<file path="config.mk">
export PLATFORM = sky130hd
export DESIGN_NAME = coh_result_reg
export DESIGN_NICKNAME = d
export VERILOG_FILES = /design/src/rtl/cohres_pkg.sv /design/src/rtl/cohres_ctrl.sv /design/src/rtl/cohres_datapath.sv /design/src/rtl/coh_result_reg.sv
export SDC_FILE = /design/constraint.sdc
export NUM_CORES = 1
export LEC_CHECK = 0
export CORE_UTILIZATION = 50
export DETAILED_ROUTE_END_ITERATION = 8
export HOLD_SLACK_MARGIN = 0.03
export MAX_ROUTING_LAYER = met4
export PLACE_DENSITY = 0.82
export SLEW_MARGIN = 30
export SYNTH_ARGS = -nofsm -noshare
export SYNTH_HDL_FRONTEND = slang
export SYNTH_HIERARCHICAL = 1
export SYNTH_SLANG_ARGS = --single-unit
</file>
<file path="constraint.sdc">
create_clock -name clk -period 4 [get_ports clk]
set_clock_uncertainty 0.1 [all_clocks]
set_input_delay 0.8 -clock clk [delete_from_list [all_inputs] [get_ports clk]]
set_output_delay 0.8 -clock clk [all_outputs]
set_load 0.05 [all_outputs]
</file>
<file path="src/rtl/cohres_pkg.sv">
package cohres_pkg;

  // Update strobes sent from the control to the datapath.
  typedef struct packed {
    logic loadNew;        // copy sampleIn into the result
    logic loadShadow;     // copy the shadow into the result
    logic captureShadow;  // park sampleIn in the shadow
  } dpStrobe_t;

endpackage

</file>
<file path="src/rtl/cohres_ctrl.sv">
module cohres_ctrl
  import cohres_pkg::*;
#(
  parameter int LANE_CNT = 3,
  localparam int ADDR_W = $clog2(LANE_CNT + 1)
) (
  input  logic              clk,
  input  logic              rstN,
  input  logic              sampleValid,
  input  logic              rdStrobe,
  input  logic [ADDR_W-1:0] rdAddr,
  input  logic [ADDR_W-1:0] keySel,
  input  logic              overrunClr,
  output dpStrobe_t         strobe,
  output logic              lockedQ,
  output logic [ADDR_W-1:0] lockKeyQ,
  output logic              pendQ,
  output logic              overrunQ
);

  localparam logic [ADDR_W-1:0] TOP_LANE = ADDR_W'(LANE_CNT - 1);

  logic [ADDR_W-1:0] liveKey;
  logic laneHit, lockNow, releaseNow, holdOff, dropPend;

  // Codes above the top lane select the top lane.
  assign liveKey    = (keySel > TOP_LANE) ? TOP_LANE : keySel;
  assign laneHit    = rdStrobe && (rdAddr <= TOP_LANE);
  assign lockNow    = !lockedQ && laneHit && (rdAddr != liveKey);
  assign releaseNow = lockedQ && laneHit && (rdAddr == lockKeyQ);
  assign holdOff    = (lockedQ && !releaseNow) || lockNow;

  always_comb begin
    strobe.loadNew       = sampleValid && !holdOff;
    strobe.loadShadow    = releaseNow && pendQ && !sampleValid;
    strobe.captureShadow = sampleValid && holdOff;
  end

  assign dropPend = pendQ && sampleValid && (holdOff || releaseNow);

  always_ff @(posedge clk) begin
    if (!rstN) begin
      lockedQ  <= 1'b0;
      lockKeyQ <= '0;
      pendQ    <= 1'b0;
      overrunQ <= 1'b0;
    end else begin
      if (lockNow) begin
        lockedQ  <= 1'b1;
        lockKeyQ <= liveKey;
      end else if (releaseNow) begin
        lockedQ <= 1'b0;
      end

      if (strobe.captureShadow)  pendQ <= 1'b1;
      else if (releaseNow)       pendQ <= 1'b0;

      if (dropPend)              overrunQ <= 1'b1;
      else if (overrunClr)       overrunQ <= 1'b0;
    end
  end

endmodule

</file>
<file path="src/rtl/cohres_datapath.sv">
module cohres_datapath
  import cohres_pkg::*;
#(
  parameter int LANE_W   = 8,
  parameter int LANE_CNT = 3,
  localparam int DATA_W = LANE_W * LANE_CNT,
  localparam int ADDR_W = $clog2(LANE_CNT + 1)
) (
  input  logic              clk,
  input  logic              rstN,
  input  dpStrobe_t         strobe,
  input  logic [DATA_W-1:0] sampleIn,
  input  logic [ADDR_W-1:0] rdAddr,
  output logic [LANE_W-1:0] rdData,
  output logic [DATA_W-1:0] resultQ,
  output logic [DATA_W-1:0] shadowQ
);

  localparam logic [ADDR_W-1:0] TOP_LANE = ADDR_W'(LANE_CNT - 1);

  logic [LANE_W-1:0] lanes [LANE_CNT];

  for (genvar g = 0; g < LANE_CNT; g++) begin : g_lane
    assign lanes[g] = resultQ[g*LANE_W +: LANE_W];
  end

  assign rdData = (rdAddr <= TOP_LANE) ? lanes[rdAddr] : '0;

  always_ff @(posedge clk) begin
    if (!rstN) begin
      resultQ <= '0;
      shadowQ <= '0;
    end else begin
      if (strobe.loadNew)         resultQ <= sampleIn;
      else if (strobe.loadShadow) resultQ <= shadowQ;
      if (strobe.captureShadow)   shadowQ <= sampleIn;
    end
  end

endmodule

</file>
<file path="src/rtl/coh_result_reg.sv">
module coh_result_reg
  import cohres_pkg::*;
#(
  parameter int LANE_W   = 8,
  parameter int LANE_CNT = 3,
  localparam int DATA_W = LANE_W * LANE_CNT,
  localparam int ADDR_W = $clog2(LANE_CNT + 1)
) (
  input  logic              clk,
  input  logic              rstN,
  input  logic [DATA_W-1:0] sampleIn,
  input  logic              sampleValid,
  input  logic [ADDR_W-1:0] rdAddr,
  input  logic              rdStrobe,
  output logic [LANE_W-1:0] rdData,
  input  logic [ADDR_W-1:0] keySel,
  input  logic              overrunClr,
  output logic              overrun
);

  dpStrobe_t         strobe;
  logic              lockedQ;
  logic [ADDR_W-1:0] lockKeyQ;
  logic              pendQ;
  logic [DATA_W-1:0] resultQ;
  logic [DATA_W-1:0] shadowQ;

  cohres_ctrl #(.LANE_CNT(LANE_CNT)) ctrl_i (
    .clk        (clk),
    .rstN       (rstN),
    .sampleValid(sampleValid),
    .rdStrobe   (rdStrobe),
    .rdAddr     (rdAddr),
    .keySel     (keySel),
    .overrunClr (overrunClr),
    .strobe     (strobe),
    .lockedQ    (lockedQ),
    .lockKeyQ   (lockKeyQ),
    .pendQ      (pendQ),
    .overrunQ   (overrun)
  );

  cohres_datapath #(.LANE_W(LANE_W), .LANE_CNT(LANE_CNT)) dp_i (
    .clk     (clk),
    .rstN    (rstN),
    .strobe  (strobe),
    .sampleIn(sampleIn),
    .rdAddr  (rdAddr),
    .rdData  (rdData),
    .resultQ (resultQ),
    .shadowQ (shadowQ)
  );

endmodule

</file>
==> out/qor.csv, run 1 <==
stage,metric,value,unit
sta,fin_tns_setup,0,ns
min_path,hold_class,flop to flop,
route,drtAntennaViolNets,0,
layout,final_common_cell,dfxtp_1,
power_and_ir_drop,switching_share,28.3,%
synth,syn_area,0.00270,mm2
setup_path,crit_slowest_cell,clkdlybuf4s50_1,
layout,final_area,0.00331,mm2
setup_path,crit_start,rdAddr[0],
power_and_ir_drop,p_int,848,uW
power_and_ir_drop,power_frac_seq,50.3,%
cts,cts_hold_buf,0,
die,ios,42,
layout,fill_cells,457,
place,gp_congestion,0.889,
synth,synth_simple_gate_area_share,14.8,%
power_and_ir_drop,p_per_area,357,mW/mm2
power_and_ir_drop,power.leakage,1.44,nW
sta,finalSetupViolCount,0,
cts,root_buffer,clkbuf_8,
place,io_buffers,41,
setup_path,worstReg2RegStart,ctrl_i/lockKeyQ[0],
setup_path,cp.required,3.10,ns
layout,final_cell_mix,"dfxtp_1 (53), clkdlybuf4s50_1 (33), mux2i_1 (32)",
cts,cts_buffers,5,
sta,worstMarginPinSlew,0.601,ns
sta,drv_slew,0,
power_and_ir_drop,p_clk_share,25.9,%
power_and_ir_drop,combPwrFrac,23.7,%
synth,synth-xor-area-share,0.324,%
synth,yosysUniqueCellTypes,37,
grt,grtUsageTotal,22.1,%
synth,ys_seq_area_share,39.3,%
grt,grt_overflow_total,0,
route,drt_wl_total,5470,um
synth,synth_area_per_cell,11.2,um2
layout,drive_above_1_share,19.0,%
run,max-cap-violations,0,
layout,diodes,0,
die,die_area,0.00570,mm2
cts,cts-resized-gates,0,
layout,final_net_count,311,
sta,period_needed,3.47,ns
die,die_h,75.5,um
power_and_ir_drop,peakVddDrop,208,uV
place,place_area,0.00322,mm2
setup_path,crit_chain,clkdlybuf4s50_1 > nor2b_1 > o2bb2ai_1 > buf_12,
cts,clockBufferDepth,2,
grt,grt_pass1_wl,9050,um
route,wl_per_cell,15.7,um
sta,finalHoldViolations,0,
die,initial_core_util,52.6,%
die,die_w,75.5,um
setup_path,critPathMaxFanout,13,
grt,grt_pass1_vias,1853,
route,routed-via-count,1862,
sta,rsz0062_at_grt,no,
cts,cts_tree,built,
synth,synth_mux_area_share,24.6,%
setup_path,worstSetupStartpointType,primary input,
cts,worstSkewPairLatency,0.32,ns
setup_path,critPathKind,primary input to output port,
place,dp_hpwl,3680,um
route,firstDrtPassIters,4,
sta,slew_headroom,59.9,%
place,place_inst,341,
sta,timing.final.crit_share,86.7,%
cts,htreeDepth,2,
synth,yosysWarnings,6,
synth,syn_nets,275,
route,drt_iter0_markers,120,
synth,synth_compound_area_share,15.5,%
sta,max_freq,288,MHz
synth,syn_inst,242,
setup_path,cp_data_arrival_time,2.57,ns
cts,path_clk_slew,0.09,ns
setup_path,cpPeakStageDelay,0.77,ns
min_path,worstHoldStart,ctrl_i/overrunQ,
die,core,0.00514,mm2
cts,cts_setup_buffers,0,
grt,grt_max_degree,49,
synth,yosys_register_bits,53,
layout,syn2layout_area_growth,22.6,%
power_and_ir_drop,switchingPower,335,uW
layout,stdcell_count,349,
grt,grt_antenna_before_repair,0,
synth,synth_top_family_by_area,multiplexers,
setup_path,end_kind,output port,
synth,synth_adder_area_share,0,%
die,rows,26,
route,drc,0,
cts,clock-sinks,53,
outcome,status,"finished, final reports clean",
route,routed_via_density,5.34,
[synth_stat cells (all sizes together)]
library cell,n,area [um2]
o211a,24,240
a311oi,1,8.76
mux2i,32,320
a31o,1,8.76
inv,5,18.8
o2111ai,1,15.0
nor3b,2,20.0
and4bb,1,12.5
and2,2,12.5
or2,1,6.26
clkinv,1,3.75
o21ai,1,8.76
nand2,1,3.75
a22o,1,8.76
and4,1,8.76
nor2b,26,163
xnor2,1,8.76
mux2,24,345
nand3,3,15.0
o2bb2ai,8,70.1
dfxtp,53,1060
clkbuf,6,22.5
a21oi,3,18.8
nand2b,24,150
a311o,1,10.0
a211o,1,8.76
nor2,2,7.51
buf,13,104
a211oi,1,7.51
o211ai,1,12.5
[metrics by stage]
| stage | utilization (%) | hold slack, ns | setup slack (ns) | power, mW |
|---|---|---|---|---|
| 6_report | 64.4 | 0.390 | 0.530 | 1.18 |
| 5_1_grt | 64.4 | 0.413 | 0.417 | 1.24 |
| 4_1_cts | 64.4 | 0.398 | 0.511 | 1.20 |
| 3_5_place_dp | 62.7 | 0.377 | 0.534 | 0.889 |
| 3_3_place_gp | 62.7 | 0.358 | 0.576 | 0.881 |
| 2_1_floorplan | - | 0.357 | 1.21 | 0.783 |
[logic make-up (layout without fill, tap and decap cells)]
| group | count (synthesis) | in the layout |
|---|---|---|
| AO/OA/AOI/OAI | 44 | 44 |
| multiplexers | 56 | 56 |
| AND/OR/NAND/NOR | 63 | 63 |
| XOR/XNOR | 1 | 1 |
| buffers and inverters | 25 | 62 |
| flip-flops | 53 | 53 |
[critical path: cells and delay by family]
family / cells / cell delay, ns
and+or+nand+nor: 1 / 0.57
AOI/OAI and AO/OA: 1 / 0.25
buffers and inverters: 2 / 0.95
[final timing paths]
check                     end  slack, ns  depth (start not counted)
max                 rdData[3]       0.53                          4
min           ctrl_i/overrunQ       0.39                          1
min reg2reg   ctrl_i/overrunQ       0.39                          1
max reg2reg  dp_i/shadowQ[13]       1.91                          7
[routing by layer]
| layer | wire, um | track usage (%) |
|---|---|---|
| met5 | 0 | - |
| met4 | 60 | 6.17 |
| met3 | 163 | 4.76 |
| met2 | 2670 | 35.5 |
| met1 | 2580 | 28.1 |
[final cells by class]
class	count	area, um2	area share [%]
clock buffer	5	68.8	2.08
clock inverter	3	22.5	0.680
inverter	6	22.5	0.680
multi-input combinational	164	1490	45.1
sequential	53	1060	32.0
tap	70	87.6	2.64
timing repair buffer	48	556	16.8
[sequential cells by signal, summed over array words and instances (netlist names)]
signal,cells
dp_i/resultQ,24
dp_i/shadowQ,24
ctrl_i/lockKeyQ,2
ctrl_i/lockedQ,1
ctrl_i/overrunQ,1
ctrl_i/pendQ,1
[power groups by stage]
stage	logic [mW]	clock network (mW)	registers [mW]
2_1_floorplan	0.182	0	0.601
3_3_place_gp	0.276	0	0.605
3_5_place_dp	0.281	0	0.608
4_1_cts	0.283	0.318	0.596
5_1_grt	0.303	0.334	0.601
6_report	0.281	0.307	0.596
No activity file was read; power rests on OpenSTA's default activity.
==> inputs of run 2 (changes only) <==
--- a/config.mk
+++ b/config.mk
@@ -5,12 +5,13 @@
 export SDC_FILE = /design/constraint.sdc
 export NUM_CORES = 1
 export LEC_CHECK = 0
+export CORE_MARGIN = 2
 export CORE_UTILIZATION = 50
+export CTS_BUF_LIST = sky130_fd_sc_hd__clkbuf_4
 export DETAILED_ROUTE_END_ITERATION = 8
 export HOLD_SLACK_MARGIN = 0.03
 export MAX_ROUTING_LAYER = met4
 export PLACE_DENSITY = 0.82
-export SLEW_MARGIN = 30
 export SYNTH_ARGS = -nofsm -noshare
 export SYNTH_HDL_FRONTEND = slang
 export SYNTH_HIERARCHICAL = 1
==> out/qor.csv, run 2 (synthesis results as in run 1) <==
stage,metric,value,unit
setup_path,critPathMaxFanout,8,
setup_path,end_kind,output port,
cts,cts_tree,built,
die,die_w,77.5,um
power_and_ir_drop,peakVddDrop,187,uV
layout,top_regs,"dp_i/resultQ x24, dp_i/shadowQ x24, ctrl_i/lockKeyQ x2",
layout,final_common_cell,dfxtp_1,
die,core,0.00517,mm2
sta,fin_tns_setup,0,ns
setup_path,crit_path_end,rdData[3],
outcome,status,"finished, final reports clean",
run,max-cap-violations,0,
power_and_ir_drop,power.leakage,1.43,nW
cts,clockBufferDepth,2,
setup_path,cp.required,3.10,ns
cts,root_buffer,clkbuf_4,
min_path,hold_class,flop to flop,
route,drt_iter0_markers,90,
cts,cts-resized-gates,0,
layout,final_net_count,309,
setup_path,worstSetupStartpointType,primary input,
layout,multi_input_area,0.00149,mm2
min_path,holdPathStages,2,
sta,max_freq,297,MHz
setup_path,ff2ff_setup_slack,1.79,ns
route,wl_per_cell,15.5,um
grt,grtUsageTotal,19.2,%
layout,drive_above_1_share,18.1,%
cts,cts_hold_buf,0,
setup_path,reg2reg_depth,6,
sta,rsz0062_at_grt,no,
layout,final_cell_mix,"dfxtp_1 (53), clkdlybuf4s50_1 (33), mux2i_1 (32)",
route,firstDrtPassIters,4,
sta,slew_headroom,45.7,%
die,die_area,0.00601,mm2
die,initial_core_util,52.2,%
grt,grt_antenna_before_repair,0,
setup_path,cp_data_arrival_time,2.47,ns
layout,final_util,63.6,%
place,io_buffers,41,
cts,clock-sinks,53,
setup_path,critPathKind,primary input to output port,
sta,finalHoldViolations,0,
route,drt_wl_total,5370,um
power_and_ir_drop,p_per_area,356,mW/mm2
place,gp_congestion,0.748,
sta,finalSetupViolCount,0,
layout,syn2layout_area_growth,21.8,%
cts,path_clk_slew,0.13,ns
cts,cts_setup_buffers,0,
route,routed-via-count,1815,
layout,ff_latch_area,0.00106,mm2
sta,period_needed,3.37,ns
die,ios,42,
die,rows,26,
cts,worstSkewPairLatency,0.37,ns
grt,grt_max_degree,49,
layout,diodes,0,
route,drc,0,
cts,cts_buffers,5,
grt,grt_pass1_vias,1841,
place,dp_hpwl,3750,um
die,die_h,77.5,um
setup_path,crit_start,rdAddr[1],
route,drtAntennaViolNets,0,
route,routed_via_density,5.25,
setup_path,reg2reg_to,dp_i/resultQ[4],
sta,worstMarginPinSlew,0.811,ns
sta,drv_slew,0,
sta,timing.final.crit_share,84.3,%
setup_path,worstReg2RegStart,ctrl_i/lockKeyQ[0],
layout,fill_cells,405,
grt,grt_pass1_wl,9050,um
grt,grt_overflow_total,0,
cts,htreeDepth,2,
## run 2: worst min-delay path by stage
stage                             startpoint                 end
after floorplan           ctrl_i/lockKeyQ[1]  ctrl_i/lockKeyQ[1]
after global placement       ctrl_i/overrunQ     ctrl_i/overrunQ
after detailed placement     ctrl_i/overrunQ     ctrl_i/overrunQ
after CTS                 ctrl_i/lockKeyQ[1]  ctrl_i/lockKeyQ[1]
after global routing         ctrl_i/overrunQ     ctrl_i/overrunQ
final                     ctrl_i/lockKeyQ[1]  ctrl_i/lockKeyQ[1]
## run 2: per-layer routing
| layer | wire length [um] | GRT usage, % | vias up | part of all wire [%] |
|---|---|---|---|---|
| met1 | 2760 | 26.0 | 847 | 51 |
| met4 | 65 | 4.29 | 0 | 1.2 |
| met5 | 0 | - | - | 0 |
| met3 | 173 | 4.42 | 8 | 3.2 |
| li1 | - | - | 929 | - |
| met2 | 2370 | 29.4 | 31 | 44 |
## run 2: report_power, final
part | leakage, nW | internal (mW) | switching (mW)
clock network | 0.0410 | 0.128 | 0.164
registers | 0.435 | 0.571 | 0.0265
logic | 0.949 | 0.154 | 0.127
total | 1.43 | 0.853 | 0.317
## run 2: layout make-up
cell class                      instances  area share, %
Sequential cell                        53           32.2
Multi-Input combinational cell        164           45.4
Clock inverter                          2           1.06
Inverter                                6          0.684
Clock buffer                            5           1.14
Timing Repair Buffer                   46           16.8
Tap cell                               70           2.66
## run 2: metrics by stage
| step | setup slack (ns) | instance area (um2) | total power, mW | hold slack, ns | cells |
|---|---|---|---|---|---|
| global placement | 0.628 | 3220 | 0.883 | 0.360 | 339 |
| detailed placement | 0.577 | 3220 | 0.890 | 0.374 | 339 |
| global route | 0.511 | 3290 | 1.22 | 0.424 | 346 |
| finish | 0.628 | 3290 | 1.17 | 0.403 | 346 |
| floorplan | 1.21 | 2700 | 0.783 | 0.357 | 242 |
| CTS | 0.617 | 3290 | 1.18 | 0.403 | 346 |
## run 2: worst max-delay path, cell delays in order
cell and delay [ns]:
clkdlybuf4s50_1 0.55, buf_4 0.26, nor2b_1 0.41, o2bb2ai_1 0.26
buf_12 0.19
